===== config.mk =====
export PLATFORM = sky130hd
export DESIGN_NAME = led_stop_ctrl
export DESIGN_NICKNAME = d
export VERILOG_FILES = /design/src/rtl/led_stop_pkg.sv /design/src/rtl/flash_timebase.sv /design/src/rtl/led_gate.sv /design/src/rtl/pin4_mux.sv /design/src/rtl/out_stage.sv /design/src/rtl/led_stop_ctrl.sv
export SDC_FILE = /design/constraint.sdc
export NUM_CORES = 1
export LEC_CHECK = 0
export ABC_AREA = 1
export ABC_CLOCK_PERIOD_IN_PS = 1800
export BUFFER_PORTS_ARGS = -buffer_cell sky130_fd_sc_hd__buf_2
export CAP_MARGIN = 20
export CORE_MARGIN = 2
export CORE_UTILIZATION = 55
export CTS_BUF_LIST = sky130_fd_sc_hd__clkbuf_4
export DETAILED_ROUTE_END_ITERATION = 10
export GPL_TIMING_DRIVEN = 0
export PLACE_DENSITY = 0.85
export SYNTH_ARGS = -nofsm -noshare
export SYNTH_HDL_FRONTEND = slang
export SYNTH_SLANG_ARGS = --single-unit

===== constraint.sdc =====
create_clock -name clk_i -period 1.8 [get_ports clk_i]
set_input_delay 0.09 -clock clk_i [delete_from_list [all_inputs] [get_ports clk_i]]
set_output_delay 0.09 -clock clk_i [all_outputs]
set_load 0.05 [all_outputs]

===== src/rtl/led_stop_pkg.sv =====
package led_stop_pkg;

  localparam int MODE_FLASH_BIT = 7;
  localparam int MODE_LED2_BIT  = 6;
  localparam int MODE_TRIG_BIT  = 5;

  localparam int STOP_A_BIT = 0;
  localparam int STOP_B_BIT = 1;
  localparam int STOP_C_BIT = 2;

  typedef enum logic [1:0] {
    P4_INPUT = 2'd0,
    P4_LED2  = 2'd1,
    P4_STOPC = 2'd2
  } pin4_role_e;

  function automatic pin4_role_e decode_role(input logic [7:0] mode);
    if (mode[MODE_TRIG_BIT])     return P4_INPUT;
    else if (mode[MODE_LED2_BIT]) return P4_LED2;
    else                          return P4_STOPC;
  endfunction

endpackage


===== src/rtl/flash_timebase.sv =====
module flash_timebase #(
  parameter int HALF_CYCLES = 500000
) (
  input  logic clk_i,
  input  logic rst_ni,
  input  logic run_i,
  output logic phase_o
);
  localparam int CW = (HALF_CYCLES > 1) ? $clog2(HALF_CYCLES) : 1;
  localparam logic [CW-1:0] LAST = CW'(HALF_CYCLES - 1);

  logic [CW-1:0] cnt_q;
  logic          phase_q;

  // idle holds the divider in the lit phase so playback starts lit
  always_ff @(posedge clk_i or negedge rst_ni) begin
    if (!rst_ni) begin
      cnt_q   <= '0;
      phase_q <= 1'b1;
    end else if (!run_i) begin
      cnt_q   <= '0;
      phase_q <= 1'b1;
    end else if (cnt_q == LAST) begin
      cnt_q   <= '0;
      phase_q <= ~phase_q;
    end else begin
      cnt_q   <= cnt_q + 1'b1;
    end
  end

  assign phase_o = phase_q;

  a_r3_idle_lit: assert property (@(posedge clk_i) disable iff (!rst_ni)
    !run_i |=> phase_q);

  a_r3_hold_mid_half: assert property (@(posedge clk_i) disable iff (!rst_ni)
    (run_i && cnt_q != LAST) |=> $stable(phase_q));

  a_r3_toggle_at_end: assert property (@(posedge clk_i) disable iff (!rst_ni)
    (run_i && cnt_q == LAST) |=> phase_q != $past(phase_q));

endmodule


===== src/rtl/led_gate.sv =====
module led_gate #(
  parameter int NUM_LEDS = 2
) (
  input  logic                playing_i,
  input  logic                sect_led_i,
  input  logic                flash_en_i,
  input  logic                alt_i,
  input  logic                phase_i,
  output logic [NUM_LEDS-1:0] led_o
);
  for (genvar i = 0; i < NUM_LEDS; i++) begin : g_led
    localparam bit ODD = (i % 2) == 1;
    logic lit;
    // odd-numbered LEDs take the opposite phase in alternate mode
    assign lit      = flash_en_i ? (phase_i ^ (alt_i & ODD)) : 1'b1;
    assign led_o[i] = playing_i & sect_led_i & lit;
  end
endmodule


===== src/rtl/pin4_mux.sv =====
module pin4_mux
  import led_stop_pkg::*;
(
  input  pin4_role_e role_i,
  input  logic       led2_i,
  input  logic       stopc_i,
  output logic       pin_o,
  output logic       oe_o
);
  always_comb begin
    unique case (role_i)
      P4_LED2:  begin pin_o = led2_i;  oe_o = 1'b1; end
      P4_STOPC: begin pin_o = stopc_i; oe_o = 1'b1; end
      default:  begin pin_o = 1'b0;    oe_o = 1'b0; end
    endcase
  end
endmodule


===== src/rtl/out_stage.sv =====
module out_stage #(
  parameter int WIDTH = 5
) (
  input  logic             clk_i,
  input  logic             rst_ni,
  input  logic [WIDTH-1:0] d_i,
  output logic [WIDTH-1:0] q_o
);
  always_ff @(posedge clk_i or negedge rst_ni) begin
    if (!rst_ni) q_o <= '0;
    else         q_o <= d_i;
  end
endmodule


===== src/rtl/led_stop_ctrl.sv =====
module led_stop_ctrl
  import led_stop_pkg::*;
#(
  parameter int CLK_FREQ_HZ = 3000000,
  parameter int FLASH_HZ    = 3
) (
  input  logic       clk_i,
  input  logic       rst_ni,
  input  logic [7:0] stop_reg_i,
  input  logic [7:0] mode_reg_i,
  input  logic       playing_i,
  input  logic       sect_led_i,
  input  logic       alt_flash_i,
  output logic       led1_o,
  output logic       pin4_o,
  output logic       pin4_oe_o,
  output logic       stpa_o,
  output logic       stpb_o
);
  localparam int HALF_CYCLES = CLK_FREQ_HZ / (2 * FLASH_HZ);
  localparam int NUM_LEDS    = 2;
  localparam int OUT_W       = 5;

  logic                phase;
  logic [NUM_LEDS-1:0] led;
  pin4_role_e          role;
  logic                p4_val, p4_oe;
  logic [OUT_W-1:0]    out_d, out_q;
  logic                unused_bits;

  assign unused_bits = ^{stop_reg_i[7:3], mode_reg_i[4:0]};

  flash_timebase #(.HALF_CYCLES(HALF_CYCLES)) u_tb (
    .clk_i   (clk_i),
    .rst_ni  (rst_ni),
    .run_i   (playing_i),
    .phase_o (phase)
  );

  led_gate #(.NUM_LEDS(NUM_LEDS)) u_gate (
    .playing_i  (playing_i),
    .sect_led_i (sect_led_i),
    .flash_en_i (mode_reg_i[MODE_FLASH_BIT]),
    .alt_i      (alt_flash_i),
    .phase_i    (phase),
    .led_o      (led)
  );

  assign role = decode_role(mode_reg_i);

  pin4_mux u_mux (
    .role_i  (role),
    .led2_i  (led[1]),
    .stopc_i (stop_reg_i[STOP_C_BIT]),
    .pin_o   (p4_val),
    .oe_o    (p4_oe)
  );

  assign out_d = {led[0], p4_val, p4_oe,
                  stop_reg_i[STOP_B_BIT], stop_reg_i[STOP_A_BIT]};

  out_stage #(.WIDTH(OUT_W)) u_out (
    .clk_i  (clk_i),
    .rst_ni (rst_ni),
    .d_i    (out_d),
    .q_o    (out_q)
  );

  assign {led1_o, pin4_o, pin4_oe_o, stpb_o, stpa_o} = out_q;

  a_r1_stop_ab_follow: assert property (@(posedge clk_i) disable iff (!rst_ni)
    1'b1 |=> (stpa_o == $past(stop_reg_i[0])) && (stpb_o == $past(stop_reg_i[1])));

  a_r2_stopc_pin: assert property (@(posedge clk_i) disable iff (!rst_ni)
    (!mode_reg_i[5] && !mode_reg_i[6]) |=> pin4_oe_o && (pin4_o == $past(stop_reg_i[2])));

  a_r4_input_released: assert property (@(posedge clk_i) disable iff (!rst_ni)
    mode_reg_i[5] |=> !pin4_oe_o && !pin4_o);

  a_r5_idle_dark: assert property (@(posedge clk_i) disable iff (!rst_ni)
    !playing_i |=> !led1_o);

  a_r6_section_dark: assert property (@(posedge clk_i) disable iff (!rst_ni)
    !sect_led_i |=> !led1_o);

  a_r7_steady_lit: assert property (@(posedge clk_i) disable iff (!rst_ni)
    (playing_i && sect_led_i && !mode_reg_i[7]) |=> led1_o);

  a_r8_alt_opposite: assert property (@(posedge clk_i) disable iff (!rst_ni)
    (playing_i && sect_led_i && mode_reg_i[7] && !mode_reg_i[5] && mode_reg_i[6]
     && alt_flash_i) |=> (pin4_o != led1_o));

  a_r8_sync_same: assert property (@(posedge clk_i) disable iff (!rst_ni)
    (!mode_reg_i[5] && mode_reg_i[6] && !alt_flash_i) |=> (pin4_o == led1_o));

  always_comb begin
    if (!rst_ni) begin
      a_r9_reset_low: assert (out_q == '0);
    end
  end

endmodule


# Yosys cells after proc, flatten, opt, wreduce, memory -nomap -nowiden
# Index checks and enable logic that the tools add are counted.
# word_totals
ff_bits	25
output_inout_bits	5
word_cells	24
in_bits	21
# op_classes
n_bitwise	5
n_addsub	1
n_reduce_logical	1
n_eq_ne	4
mux	10
# ops
op	count
2-to-1 mux 19 bit	2
adder 19 x 1 -> 19 bit, second input constant	1
== test 19 bit, second input constant	1
2-to-1 mux 1 bit	5
2-to-1 mux 2 bit	2
bitwise AND 1 bit	3
== test 2 x 1 -> 1 bit, second input constant	1
== test 2 bit, second input constant	1
inequality test 2 x 1 -> 1 bit, second input constant	1
one-hot mux 1 bit (2 select lines)	1
OR reduction 2 bit	1
NOT 1 bit	1
XOR 1 bit	1

# Longest topological paths before layout
# Gate-level depths: netlist of the first run.
# depth
depth_word	5
ltp_mapped	9
ltp_nobuf	9

# Modules after synthesis
# A second synthesis of the first run with hierarchy kept.
# unflattened
cells_unflattened	182
hier_area_um2	1361.3
# modules_own_cells
module	n_inst	seq_area_each_um2	cells_per_inst	area_each_um2
flash_timebase	1	501.7	156	1129.8
out_stage	1	125.1	5	125.1
pin4_mux	1	0.0	8	52.6
led_gate	1	0.0	10	40.0
led_stop_ctrl	1	0.0	3	13.8

# Least setup slack after synthesis of the first run
# Ideal clock, no wire load.
# synth_path
kind	reg-to-reg
from	register u_tb.cnt_q[0]
to	register u_tb.cnt_q[13]
arrival_time_ns	1.216
setup_ns	0.118
stages_incl_launch_ff	9
synth_period_minus_slack_ns	1.334
n_path_buf	0
required_ns	1.682
path_slack_ns	0.466
path_cell_list	dfrtp_1 ha_1 nand2_1 nor2_4 nand3_1 nor2_2 nor2_4 inv_2 nor2_1
# synth_between
elab_chain_len	3
word_cells_on_any_way	4
classes_between	1 x add/sub; 1 x eq/ne; 2 x mux
# synth_lines
element	line	rtl
start: declaration	flash_timebase.sv:12	logic [CW-1:0] cnt_q;
start signal: assignment	flash_timebase.sv:27	cnt_q <= cnt_q + 1'b1;
adder 19 x 1 -> 19 bit / == test 19 bit (equally long branches)	flash_timebase.sv:27, flash_timebase.sv:23	
2-to-1 mux 19 bit *	flash_timebase.sv:23	end else if (cnt_q == LAST) begin
2-to-1 mux 19 bit *	flash_timebase.sv:20	end else if (!run_i) begin
# Mark *: on every way between the ends. The rest lies on a longest branch, timed or not.
# A chain may end at the register's enable or synchronous reset.

# Worst setup path in the final report of the first run
# layout_path
from	register u_tb.cnt_q[0]
to	register u_tb.cnt_q[17]
# The elaborated chain is that of the path after synthesis.

==> out/summary.log, run 1 <==
[detailed_routing] total wirelength of the detailed-routed design 2.77 mm
[critical_path] Crit path required time 2.02 ns
[clocking] clock tree from TritonCTS done
[critical_path] startpoint type of the worst setup path register
[place] placed wire-length estimate after detailed placement 2.06 mm
[floorplan] die area 2850 sq um
[clocking] quantity of hold-fixing buffers added after cts 7
[critical_path] cell family with most CP delay simple AND/OR/NAND/NOR gates
[synthesis] dominant cells by area after synthesis dfrtp_1 (45%), nand2_1 (13%), nor2_1 (11%)
[global_routing] GR met1 Demand/Resource 29.3%
[floorplan] boundary pin count 26
[cells_and_area] cell area after layout 1550 sq um
[floorplan] die extent in x 53.4 um
[status] result of the run finished clean
[power_and_ir_drop] total power per unit cell area 598 nW/um^2
[global_routing] grt peak-use layer met2
[critical_path] crit end category register
[critical_path] highest cell delay on the worst timing path 0.41 ns
[floorplan] number of rows created at floorplan 17
[detailed_routing] per-cell routed wire length 11.9 um
[power_and_ir_drop] part of the total power dissipated in combinational logic 10.4%
[synthesis] Syn Inst Count 179
[power_and_ir_drop] share of power burned in registers 63.0%
[clocking] Clk Tree Root Cell clkbuf_4
[synthesis] post-synthesis cell type count 22
[sta] worst hold slack 0.0376 ns
[synthesis] Post-synth ARST share 100%
[synthesis] register area share after synthesis 46.7%
[place] pre-CTS setup slack 0.256 ns
[cells_and_area] area grow syn2layout 15.5%
[sta] worst slew pin tran 0.526 ns
[floorplan] vertical die dimension 53.4 um
[floorplan] Initial Utilization 59.5%
[power_and_ir_drop] fraction of power spent switching nets 25.3%
[place] number of input and output port buffers inserted 15
[power_and_ir_drop] clock power share 26.6%
[global_routing] pin count of the biggest net entering global routing 26
[detailed_routing] initial detailed-routing violation count 23
[detailed_routing] via/cell ratio 5.21
[power_and_ir_drop] switching power 0.234 mW
[global_routing] met3 usage 2.54%
[clocking] depth of the CTS H-tree 1
[critical_path] WS Path Type reg2reg
[sta] setup slack after layout 0.219 ns
[sta] setup violation total in the final timing report 0
[synthesis] flop and latch count out of synthesis 25
[job] maxcap violations 0
[critical_path] arrival time worst endpoint 1.81 ns
[power_and_ir_drop] internal power component 0.692 mW
[synthesis] synthesized area divided by synthesized cell count 7.49 sq um
[critical_path] Reg2Reg Setup Slack 0.22 ns
[synthesis] EDFF count, synth 0
[clocking] # Post-CTS Setup Buffers 0
[critical_path] cell mode on critical path nor2_4
[place] Final Wtd Congestion 0.926
[floorplan] Std-Cell Core Area 2250 sq um
[power_and_ir_drop] Leak Pwr 0.716 nW
[sta] setup repair after global routing missed its margin no
[global_routing] number of antenna violations at the first check in global routing 0
[critical_path] cell type of the slowest stage on the worst timing path dfrtp_1
[clocking] clock buffer count from CTS 3
[clocking] clock latency at the later pin of the worst-skew pair 0.32 ns
[critical_path] crit path max fanout 7
[synthesis] fraction of post-synthesis cell area in the top cell type by area 44.8%
[synthesis] most frequently used flop master after synthesis dfrtp_1
[clocking] Clock Tree Buf Depth 2
[critical_path] count of buffer and inverter cells on the critical path 1
[sta] final worst-path cycle share 87.9%
[synthesis] post-synth net total 201
[cells_and_area] fin nets 228
[sta] post-layout minimum cycle time 1.58 ns
[global_routing] GR Util All Layers 23.4%
[global_routing] Congestion Overflow GR 0
[detailed_routing] remaining routing DRC violations 0
[global_routing] first-pass GRT wire length 4.77 mm
[detailed_routing] number of iterations in the first detailed-routing pass 4
[place] placed instance area 1450 sq um
[cells_and_area] fraction of layout instances using a drive strength above 1 13.7%
[clocking] clock transition at the registers of the reported paths 0.14 ns
[clocking] number of clock sinks 25
[clocking] CTS resizes 0
[power_and_ir_drop] IR Drop Worst-Case VDD 0.560 mV
[critical_path] worst-path cell chain ha_1 > nand2_1 > nor2_4 > nand3_1 > nor2_2 > nor2_4 > inv_2 > nor2_1
[sta] total negative setup slack 0 ns
[global_routing] via count of the first global-routing pass 1181
[sta] Layout Skew 0.0100 ns
[synthesis] area of the mapped netlist 1340 sq um
[synthesis] cell taking the most area after synthesis dfrtp_1
[detailed_routing] number of nets with antenna violations after detailed routing 0
[detailed_routing] number of vias after detailed routing 1214
[sta] Max-Slew Margin vs Limit 65.0%
[global_routing] routing usage on met2 38.5%
[sta] Hold Vio Cnt, Final 0
[sta] final count of pins violating max slew 0
[cells_and_area] diodes inserted 0
[synthesis] number of warnings printed during yosys synthesis 0
[sta] Fmax achieved 632 MHz
[hold_path] worst min-delay path class in2reg
## worst reg2reg max path: stages (launching register included)
cell and delay [ns]:
dfrtp_1 0.41, ha_1 0.20, nand2_1 0.14, nor2_4 0.16
nand3_1 0.12, nor2_2 0.19, nor2_4 0.08, inv_2 0.13
nor2_1 0.07
## kinds of logic (layout without fill, tap and decap cells)
group                      count (synthesis)  after routing  share of synthesized area [%]
buffers and inverters                     25             51                           7.00
adders and majority gates                  1              1                          0.933
xor gates and xnor gates                   9              9                           5.88
and+or+nand+nor                          111            111                           36.1
DFF                                       25             25                           46.7
AOI/OAI and AO/OA                          8              8                           3.36
## Yosys cell counts, types with 2 or more instances
cell type / number
a21oi_1: 3
dfrtp_1: 24
inv_1: 23
nand2_1: 45
nand2_2: 2
nand3_1: 11
nand4_1: 2
nor2_1: 41
nor2_4: 4
nor3_1: 3
o21ai_0: 3
xor2_1: 8
## sequential cells by signal (all words and copies together) (netlist names)
register      flops
u_tb.cnt_q       19
u_tb.phase_o      1
u_out.q_o         5
## routing by layer
layer,up-vias,part of all wire [%]
li1,601,-
met1,561,43
met2,37,48
met3,15,3.9
met4,0,4.8
met5,-,0
## power groups by stage
stage | Sequential [mW] | Combinational, mW | Clock, mW
final | 0.584 | 0.0964 | 0.246
after global routing | 0.585 | 0.105 | 0.273
after CTS | 0.584 | 0.0957 | 0.256
after detailed placement | 0.594 | 0.0840 | 0
after global placement | 0.594 | 0.0812 | 0
after floorplan | 0.616 | 0.0258 | 0
## per-stage QoR
| step | std cells | total power [mW] | utilization, % |
|---|---|---|---|
| after floorplan | 179 | 0.641 | - |
| after global placement | 222 | 0.675 | 64.4 |
| after detailed placement | 222 | 0.678 | 64.4 |
| after CTS | 233 | 0.936 | 68.7 |
| after global routing | 233 | 0.964 | 68.7 |
| final | 233 | 0.926 | 68.7 |
## layout by cell type, fill, tap and decap left out
master and instances:
nand3_1 11, clkinv_1 1, clkinv_2 1, ha_1 1, nand2_2 2, nor2_4 4
nor3_1 3, dfrtp_1 24, o21ai_0 3, xor2_1 8, nor2_2 1, nand3b_1 1
nand2_1 45, clkbuf_4 3, xnor2_1 1, dfstp_2 1, inv_1 23, nor2_1 41
a21oi_1 3, nand4_1 2, inv_2 1, dlygate4sd3_1 7, o21a_1 1, nor3b_1 1
o211ai_1 1, buf_2 15
## final cells by class
class	instances	area (sq um)
clock inverter	1	5.00
timing repair buffer	22	145
clock buffer	3	22.5
inverter	25	93.8
fill	196	706
multi-input combinational	129	621
tap	28	35.0
sequential	25	627
## worst paths after layout
check | cells past startpoint | from | end
setup reg to reg | 8 | u_tb.cnt_q[0] | u_tb.cnt_q[17]
max in group asynchronous | 2 | rst_ni | u_tb.phase_o
min in group asynchronous | 2 | rst_ni | u_tb.cnt_q[10]
hold reg to reg | 1 | u_tb.cnt_q[0] | u_tb.cnt_q[0]
hold / removal | 3 | sect_led_i | u_out.q_o[3]
setup / recovery | 8 | u_tb.cnt_q[0] | u_tb.cnt_q[17]
No activity file was read; power rests on OpenSTA's default activity.
==> inputs of run 2 (changes only) <==
Settings changed: GPL_TIMING_DRIVEN 0 to not set, RECOVER_POWER set to 100.
==> out/summary.log, run 2 (synthesis results as in run 1) <==
[critical_path] startpoint type of the worst setup path register [unchanged]
[cells_and_area] number of fill cells 215 [was 196]
[critical_path] WS Path Type reg2reg [unchanged]
[global_routing] first-pass GRT wire length 5.06 mm [was 4.77 mm]
[clocking] clock transition at the registers of the reported paths 0.13 ns [was 0.14 ns]
[global_routing] pin count of the biggest net entering global routing 26 [unchanged]
[clocking] clock latency at the later pin of the worst-skew pair 0.31 ns [was 0.32 ns]
[cells_and_area] final cell count without fillers 233 [unchanged]
[power_and_ir_drop] share of power burned in registers 63.2% [was 63.0%]
[floorplan] die area 2850 sq um [unchanged]
[sta] Max-Slew Margin vs Limit 13.7% [was 65.0%]
[detailed_routing] initial detailed-routing violation count 32 [was 23]
[cells_and_area] total area of multi-input combinational cells 603 sq um [was 621 sq um]
[global_routing] GR Util All Layers 24.7% [was 23.4%]
[cells_and_area] diodes inserted 0 [unchanged]
[critical_path] worst-path cell chain ha_1 > nand2_1 > nor2_4 > nand3_1 > nor2_2 > nor2_2 > inv_2 > nor2_1 [was ha_1 > nand2_1 > nor2_4 > nand3_1 > nor2_2 > nor2_4 > inv_2 > nor2_1]
[critical_path] cell type of the slowest stage on the worst timing path dfrtp_1 [unchanged]
[critical_path] cell mode on critical path nor2_2 [was nor2_4]
[cells_and_area] largest register by flop count u_tb.cnt_q [unchanged]
[critical_path] crit end category register [unchanged]
[cells_and_area] fraction of layout instances using a drive strength above 1 8.78% [was 13.7%]
[sta] total negative setup slack 0 ns [unchanged]
[critical_path] arrival time worst endpoint 1.85 ns [was 1.81 ns]
[critical_path] highest cell delay on the worst timing path 0.43 ns [was 0.41 ns]
[sta] final worst-path cycle share 88.7% [was 87.9%]
[place] placed wire-length estimate after detailed placement 2.10 mm [was 2.06 mm]
[sta] worst slew pin tran 1.29 ns [was 0.526 ns]
[power_and_ir_drop] Leak Pwr 0.693 nW [was 0.716 nW]
[cells_and_area] most frequent cells in the layout nand2_1 (47), nor2_1 (42), dfrtp_1 (24), inv_1 (23), nand3_1 (11) [was nand2_1 (45), nor2_1 (41), dfrtp_1 (24), inv_1 (23), buf_2 (15)]
[clocking] clock tree from TritonCTS done [unchanged]
[detailed_routing] number of iterations in the first detailed-routing pass 4 [unchanged]
[detailed_routing] number of nets with antenna violations after detailed routing 0 [unchanged]
[critical_path] count of buffer and inverter cells on the critical path 1 [unchanged]
[place] cell total after placement 222 [unchanged]
[critical_path] Crit. path cell count 8 [unchanged]
[critical_path] Reg2Reg Setup Slack 0.20 ns [was 0.22 ns]
[clocking] number of clock sinks 25 [unchanged]
[status] result of the run finished clean [unchanged]
[global_routing] Congestion Overflow GR 0 [unchanged]
[power_and_ir_drop] clock power share 26.8% [was 26.6%]
[cells_and_area] area grow syn2layout 13.6% [was 15.5%]
[floorplan] vertical die dimension 53.4 um [unchanged]
[critical_path] RR Startpoint u_tb.cnt_q[0] [unchanged]
[critical_path] cell family with most CP delay simple AND/OR/NAND/NOR gates [unchanged]
[power_and_ir_drop] IR Drop Worst-Case VDD 0.565 mV [was 0.560 mV]
[critical_path] crit path max fanout 7 [unchanged]
[hold_path] worst min-delay path class in2reg [unchanged]
[clocking] Clk Tree Root Cell clkbuf_4 [unchanged]
[floorplan] boundary pin count 26 [unchanged]
[power_and_ir_drop] fraction of power spent switching nets 25.4% [was 25.3%]
[power_and_ir_drop] internal power component 0.689 mW [was 0.692 mW]
[cells_and_area] area taken by flip-flops and latches 627 sq um [unchanged]
[sta] Fmax achieved 626 MHz [was 632 MHz]
[cells_and_area] number of flip-flops in the largest register 19 [unchanged]
[clocking] clock buffer count from CTS 3 [unchanged]
[cells_and_area] most common library cell in the layout ignoring fill and taps nand2_1 [unchanged]
[detailed_routing] total wirelength of the detailed-routed design 2.81 mm [was 2.77 mm]
[global_routing] via count of the first global-routing pass 1228 [was 1181]
[hold_path] hold path depth 3 [unchanged]
[detailed_routing] number of vias after detailed routing 1200 [was 1214]
[sta] final count of pins violating max slew 0 [unchanged]
[detailed_routing] via/cell ratio 5.15 [was 5.21]
[floorplan] Std-Cell Core Area 2250 sq um [unchanged]
[critical_path] capturing point of the worst reg2reg path u_tb.cnt_q[13] [was u_tb.cnt_q[17]]
[power_and_ir_drop] switching power 0.234 mW [about the same]
[global_routing] number of antenna violations at the first check in global routing 0 [unchanged]
[sta] Layout Skew 0.00267 ns [was 0.0100 ns]
[clocking] depth of the CTS H-tree 1 [unchanged]
[sta] post-layout minimum cycle time 1.60 ns [was 1.58 ns]
[clocking] Clock Tree Buf Depth 2 [unchanged]
[detailed_routing] per-cell routed wire length 12.1 um [was 11.9 um]
[critical_path] capture point of the critical path u_tb.cnt_q[13] [was u_tb.cnt_q[17]]
[place] number of input and output port buffers inserted 15 [unchanged]
[clocking] CTS resizes 0 [unchanged]
[power_and_ir_drop] total power per unit cell area 606 nW/um^2 [was 598 nW/um^2]
[cells_and_area] Finished Core Util 67.6% [was 68.7%]
[floorplan] die extent in x 53.4 um [unchanged]
[sta] setup violation total in the final timing report 0 [unchanged]
[critical_path] path depth of the worst reg2reg path 8 [unchanged]
[critical_path] launching element of the worst setup path u_tb.cnt_q[0] [unchanged]
[place] Final Wtd Congestion 0.921 [was 0.926]
[sta] setup repair after global routing missed its margin no [unchanged]
[power_and_ir_drop] part of the total power dissipated in combinational logic 10.0% [was 10.4%]
[sta] Hold Vio Cnt, Final 0 [unchanged]
[floorplan] number of rows created at floorplan 17 [unchanged]
[floorplan] Initial Utilization 59.5% [unchanged]
[job] maxcap violations 0 [unchanged]
[detailed_routing] remaining routing DRC violations 0 [unchanged]
[cells_and_area] fin nets 228 [unchanged]
[critical_path] Crit path required time 2.06 ns [was 2.02 ns]
[run 2: changes by cell type in the layout (fill, tap and decap cells not counted)]
cell / before / now
clkbuf_1: 0 / 6
dfstp_1: 0 / 1
buf_2: 15 / 9
nand2_1: 45 / 47
nor2_2: 1 / 2
nor2_4: 4 / 2
dfstp_2: 1 / 0
nor2_1: 41 / 42
nand2_2: 2 / 0
[run 2: metal layers]
layer	vias to the layer above	part of all wire, %	GRT usage, %
li1	604	-	-
met3	5	3.7	3.95
met4	0	1.2	10.3
met5	-	0	0
met2	30	50	42.0
met1	561	45	30.9
[run 2: worst register-to-register path, stage by stage, from the launching register on]
cell and delay, ns:
dfrtp_1 0.43, ha_1 0.24, nand2_1 0.17, nor2_4 0.06
nand3_1 0.08, nor2_2 0.05, nor2_2 0.23, inv_2 0.14
nor2_1 0.13
[run 2: cell type report]
| class | instances | share of cell area (%) |
|---|---|---|
| clock buffers | 3 | 1.48 |
| clock inverters | 1 | 0.328 |
| inverters | 25 | 6.16 |
| repair buffers | 22 | 9.03 |
| multi-input cells | 129 | 39.6 |
| flip-flops and latches | 25 | 41.1 |
| well taps | 28 | 2.30 |
[run 2: power by group through the flow]
stage	clock (mW)	sequential, mW	combinational, mW
detailed placement	0	0.594	0.0849
global placement	0	0.594	0.0811
CTS	0.256	0.584	0.0962
floorplan	0	0.616	0.0258
finish	0.247	0.584	0.0927
global route	0.284	0.585	0.102
[run 2: per-stage QoR]
stage | worst slack, ns | instance area (sq um) | hold WS [ns] | total power, mW
2_1_floorplan | 0.466 | 1340 | -0.206 | 0.641
3_3_place_gp | 0.296 | 1450 | 0.0987 | 0.675
3_5_place_dp | 0.255 | 1450 | 0.113 | 0.679
4_1_cts | 0.249 | 1550 | 0.0492 | 0.936
5_1_grt | 0.0794 | 1520 | 0.0639 | 0.971
6_report | 0.203 | 1520 | 0.0618 | 0.923
[run 2: how the worst min path moves through the flow]
stage	from	endpoint	slack [ns]
floorplan	rst_ni	u_out.q_o[0]	-0.21
global placement	rst_ni	u_tb.cnt_q[6]	0.1
detailed placement	rst_ni	u_tb.cnt_q[6]	0.11
CTS	sect_led_i	u_out.q_o[3]	0.05
global route	sect_led_i	u_out.q_o[3]	0.06
finish	sect_led_i	u_out.q_o[3]	0.06
[run 2: what timing repair did]
action	4_1_cts	5_1_grt
endpoints found under the hold margin	29	0
hold buffers	7	0
buffers inserted	0	0
==> inputs of run 3 (changes only) <==
Settings changed: CORE_MARGIN 2 to not set, CTS_CLUSTER_SIZE set to 25.
==> out/summary.log, run 3 (synthesis results as in run 1) <==
[critical_path] arrival time worst endpoint 1.87 ns [was 1.85 ns]
[power_and_ir_drop] Leak Pwr 0.693 nW [unchanged]
[hold_path] worst min-delay path class in2reg [unchanged]
[detailed_routing] initial detailed-routing violation count 29 [was 32]
[sta] Max-Slew Margin vs Limit 16.1% [was 13.7%]
[job] maxcap violations 0 [unchanged]
[floorplan] boundary pin count 26 [unchanged]
[critical_path] crit end category register [unchanged]
[cells_and_area] largest register by flop count u_tb.cnt_q [unchanged]
[global_routing] GR Util All Layers 24.2% [was 24.7%]
[sta] post-layout minimum cycle time 1.62 ns [was 1.60 ns]
[clocking] Clk Tree Root Cell clkbuf_4 [unchanged]
[clocking] Clock Tree Buf Depth 2 [unchanged]
[place] Final Wtd Congestion 0.895 [was 0.921]
[sta] worst slew pin tran 1.26 ns [was 1.29 ns]
[floorplan] die extent in x 51.4 um [was 53.4 um]
[floorplan] Std-Cell Core Area 2250 sq um [unchanged]
[global_routing] number of antenna violations at the first check in global routing 0 [unchanged]
[sta] worst hold slack 0.0528 ns [was 0.0618 ns]
[detailed_routing] via/cell ratio 5.04 [was 5.15]
[detailed_routing] number of vias after detailed routing 1175 [was 1200]
[cells_and_area] number of fill cells 198 [was 215]
[sta] setup repair after global routing missed its margin no [unchanged]
[global_routing] first-pass GRT wire length 4.60 mm [was 5.06 mm]
[power_and_ir_drop] IR Drop Worst-Case VDD 0.556 mV [was 0.565 mV]
[detailed_routing] remaining routing DRC violations 0 [unchanged]
[place] number of input and output port buffers inserted 15 [unchanged]
[status] result of the run finished clean [unchanged]
[detailed_routing] per-cell routed wire length 11.7 um [was 12.1 um]
[power_and_ir_drop] Power Total 0.921 mW [was 0.923 mW]
[cells_and_area] number of flip-flops in the largest register 19 [unchanged]
[sta] total negative setup slack 0 ns [unchanged]
[cells_and_area] final cell count without fillers 233 [unchanged]
[clocking] clock buffer count from CTS 3 [unchanged]
[clocking] clock transition at the registers of the reported paths 0.13 ns [about the same]
[global_routing] Congestion Overflow GR 0 [unchanged]
[clocking] number of clock sinks 25 [unchanged]
[sta] setup violation total in the final timing report 0 [unchanged]
[sta] final worst-path cycle share 90.1% [was 88.7%]
[sta] Fmax achieved 616 MHz [was 626 MHz]
[critical_path] WS Path Type reg2reg [unchanged]
[detailed_routing] total wirelength of the detailed-routed design 2.72 mm [was 2.81 mm]
[sta] Layout Skew 0.00102 ns [was 0.00267 ns]
[detailed_routing] number of nets with antenna violations after detailed routing 0 [unchanged]
[floorplan] die area 2640 sq um [was 2850 sq um]
[critical_path] startpoint type of the worst setup path register [unchanged]
[floorplan] number of rows created at floorplan 17 [unchanged]
[critical_path] Crit path required time 2.05 ns [was 2.06 ns]
[clocking] clock tree from TritonCTS done [unchanged]
[global_routing] pin count of the biggest net entering global routing 26 [unchanged]
[cells_and_area] diodes inserted 0 [unchanged]
[place] cell total after placement 222 [unchanged]
[power_and_ir_drop] total power per unit cell area 605 nW/um^2 [was 606 nW/um^2]
[floorplan] Initial Utilization 59.5% [unchanged]
[clocking] clock latency at the later pin of the worst-skew pair 0.31 ns [about the same]
[cells_and_area] most common library cell in the layout ignoring fill and taps nand2_1 [unchanged]
[cells_and_area] fin nets 228 [unchanged]
[critical_path] crit path max fanout 7 [unchanged]
[cells_and_area] area grow syn2layout 13.6% [unchanged]
[place] placed wire-length estimate after detailed placement 2.04 mm [was 2.10 mm]
[sta] Hold Vio Cnt, Final 0 [unchanged]
[sta] final count of pins violating max slew 0 [unchanged]
[global_routing] via count of the first global-routing pass 1092 [was 1228]
[clocking] depth of the CTS H-tree 1 [unchanged]
[floorplan] vertical die dimension 51.4 um [was 53.4 um]
[cells_and_area] most frequent cells in the layout nand2_1 (47), nor2_1 (42), dfrtp_1 (24), inv_1 (23), nand3_1 (11) [unchanged]
[detailed_routing] number of iterations in the first detailed-routing pass 4 [unchanged]
[clocking] # Post-CTS Setup Buffers 0 [unchanged]
[cells_and_area] fraction of layout instances using a drive strength above 1 8.78% [unchanged]
[run 3: cell counts in the layout (fill, tap and decap cells not counted)]
No cell type changed its count.
[run 3: stage by stage]
stage	util [%]	setup slack (ns)	area, sq um
after floorplan	-	0.466	1340
after global placement	64.4	0.290	1450
after detailed placement	64.4	0.231	1450
after CTS	68.7	0.207	1550
after global routing	67.6	0.0719	1520
final	67.6	0.178	1520
[run 3: final timing paths]
kind,slack [ns],cells after the start,from,to
min in group asynchronous,0.55,2,rst_ni,u_tb.cnt_q[6]
max in group asynchronous,0.51,2,rst_ni,u_tb.cnt_q[13]
worst max register to register,0.18,8,u_tb.cnt_q[0],u_tb.cnt_q[17]
worst min register to register,0.50,1,u_tb.cnt_q[0],u_tb.cnt_q[0]
worst max-delay path,0.18,8,u_tb.cnt_q[0],u_tb.cnt_q[17]
worst min-delay path,0.05,3,sect_led_i,u_out.q_o[3]
[run 3: layout make-up]
cell class / count / area (sq um) / share of cell area, %
Multi-Input combinational cell: 129 / 603 / 39.6
Sequential cell: 25 / 627 / 41.1
Timing Repair Buffer: 22 / 138 / 9.03
Clock buffer: 3 / 22.5 / 1.48
Tap cell: 28 / 35.0 / 2.30
Clock inverter: 1 / 5.00 / 0.328
Inverter: 25 / 93.8 / 6.16
[run 3: critical path, cell delays in order, from the launching register on]
cell	delay, ns
dfrtp_1	0.43
ha_1	0.25
nand2_1	0.17
nor2_4	0.07
nand3_1	0.08
nor2_2	0.05
nor2_2	0.23
inv_2	0.13
nor2_1	0.14
[run 3: where the power goes]
part / switching, mW / internal (mW) / leakage, nW
Clock: 0.161 / 0.0832 / 0.0177
Sequential: 0.00836 / 0.575 / 0.334
Combinational: 0.0625 / 0.0309 / 0.341
[run 3: per-layer routing]
| metal | vias up | wire length [um] | global-route usage (%) |
|---|---|---|---|
| li1 | 600 | - | - |
| met1 | 539 | 1250 | 30.2 |
| met2 | 27 | 1330 | 42.4 |
| met3 | 9 | 87 | 3.57 |
| met4 | 0 | 53 | 8.11 |
| met5 | - | 0 | 0 |
[run 3: what timing repair did]
action                                 CTS  global route
endpoints found under the hold margin   29             0
hold buffers                             7             0
gates resized for setup                  0             0
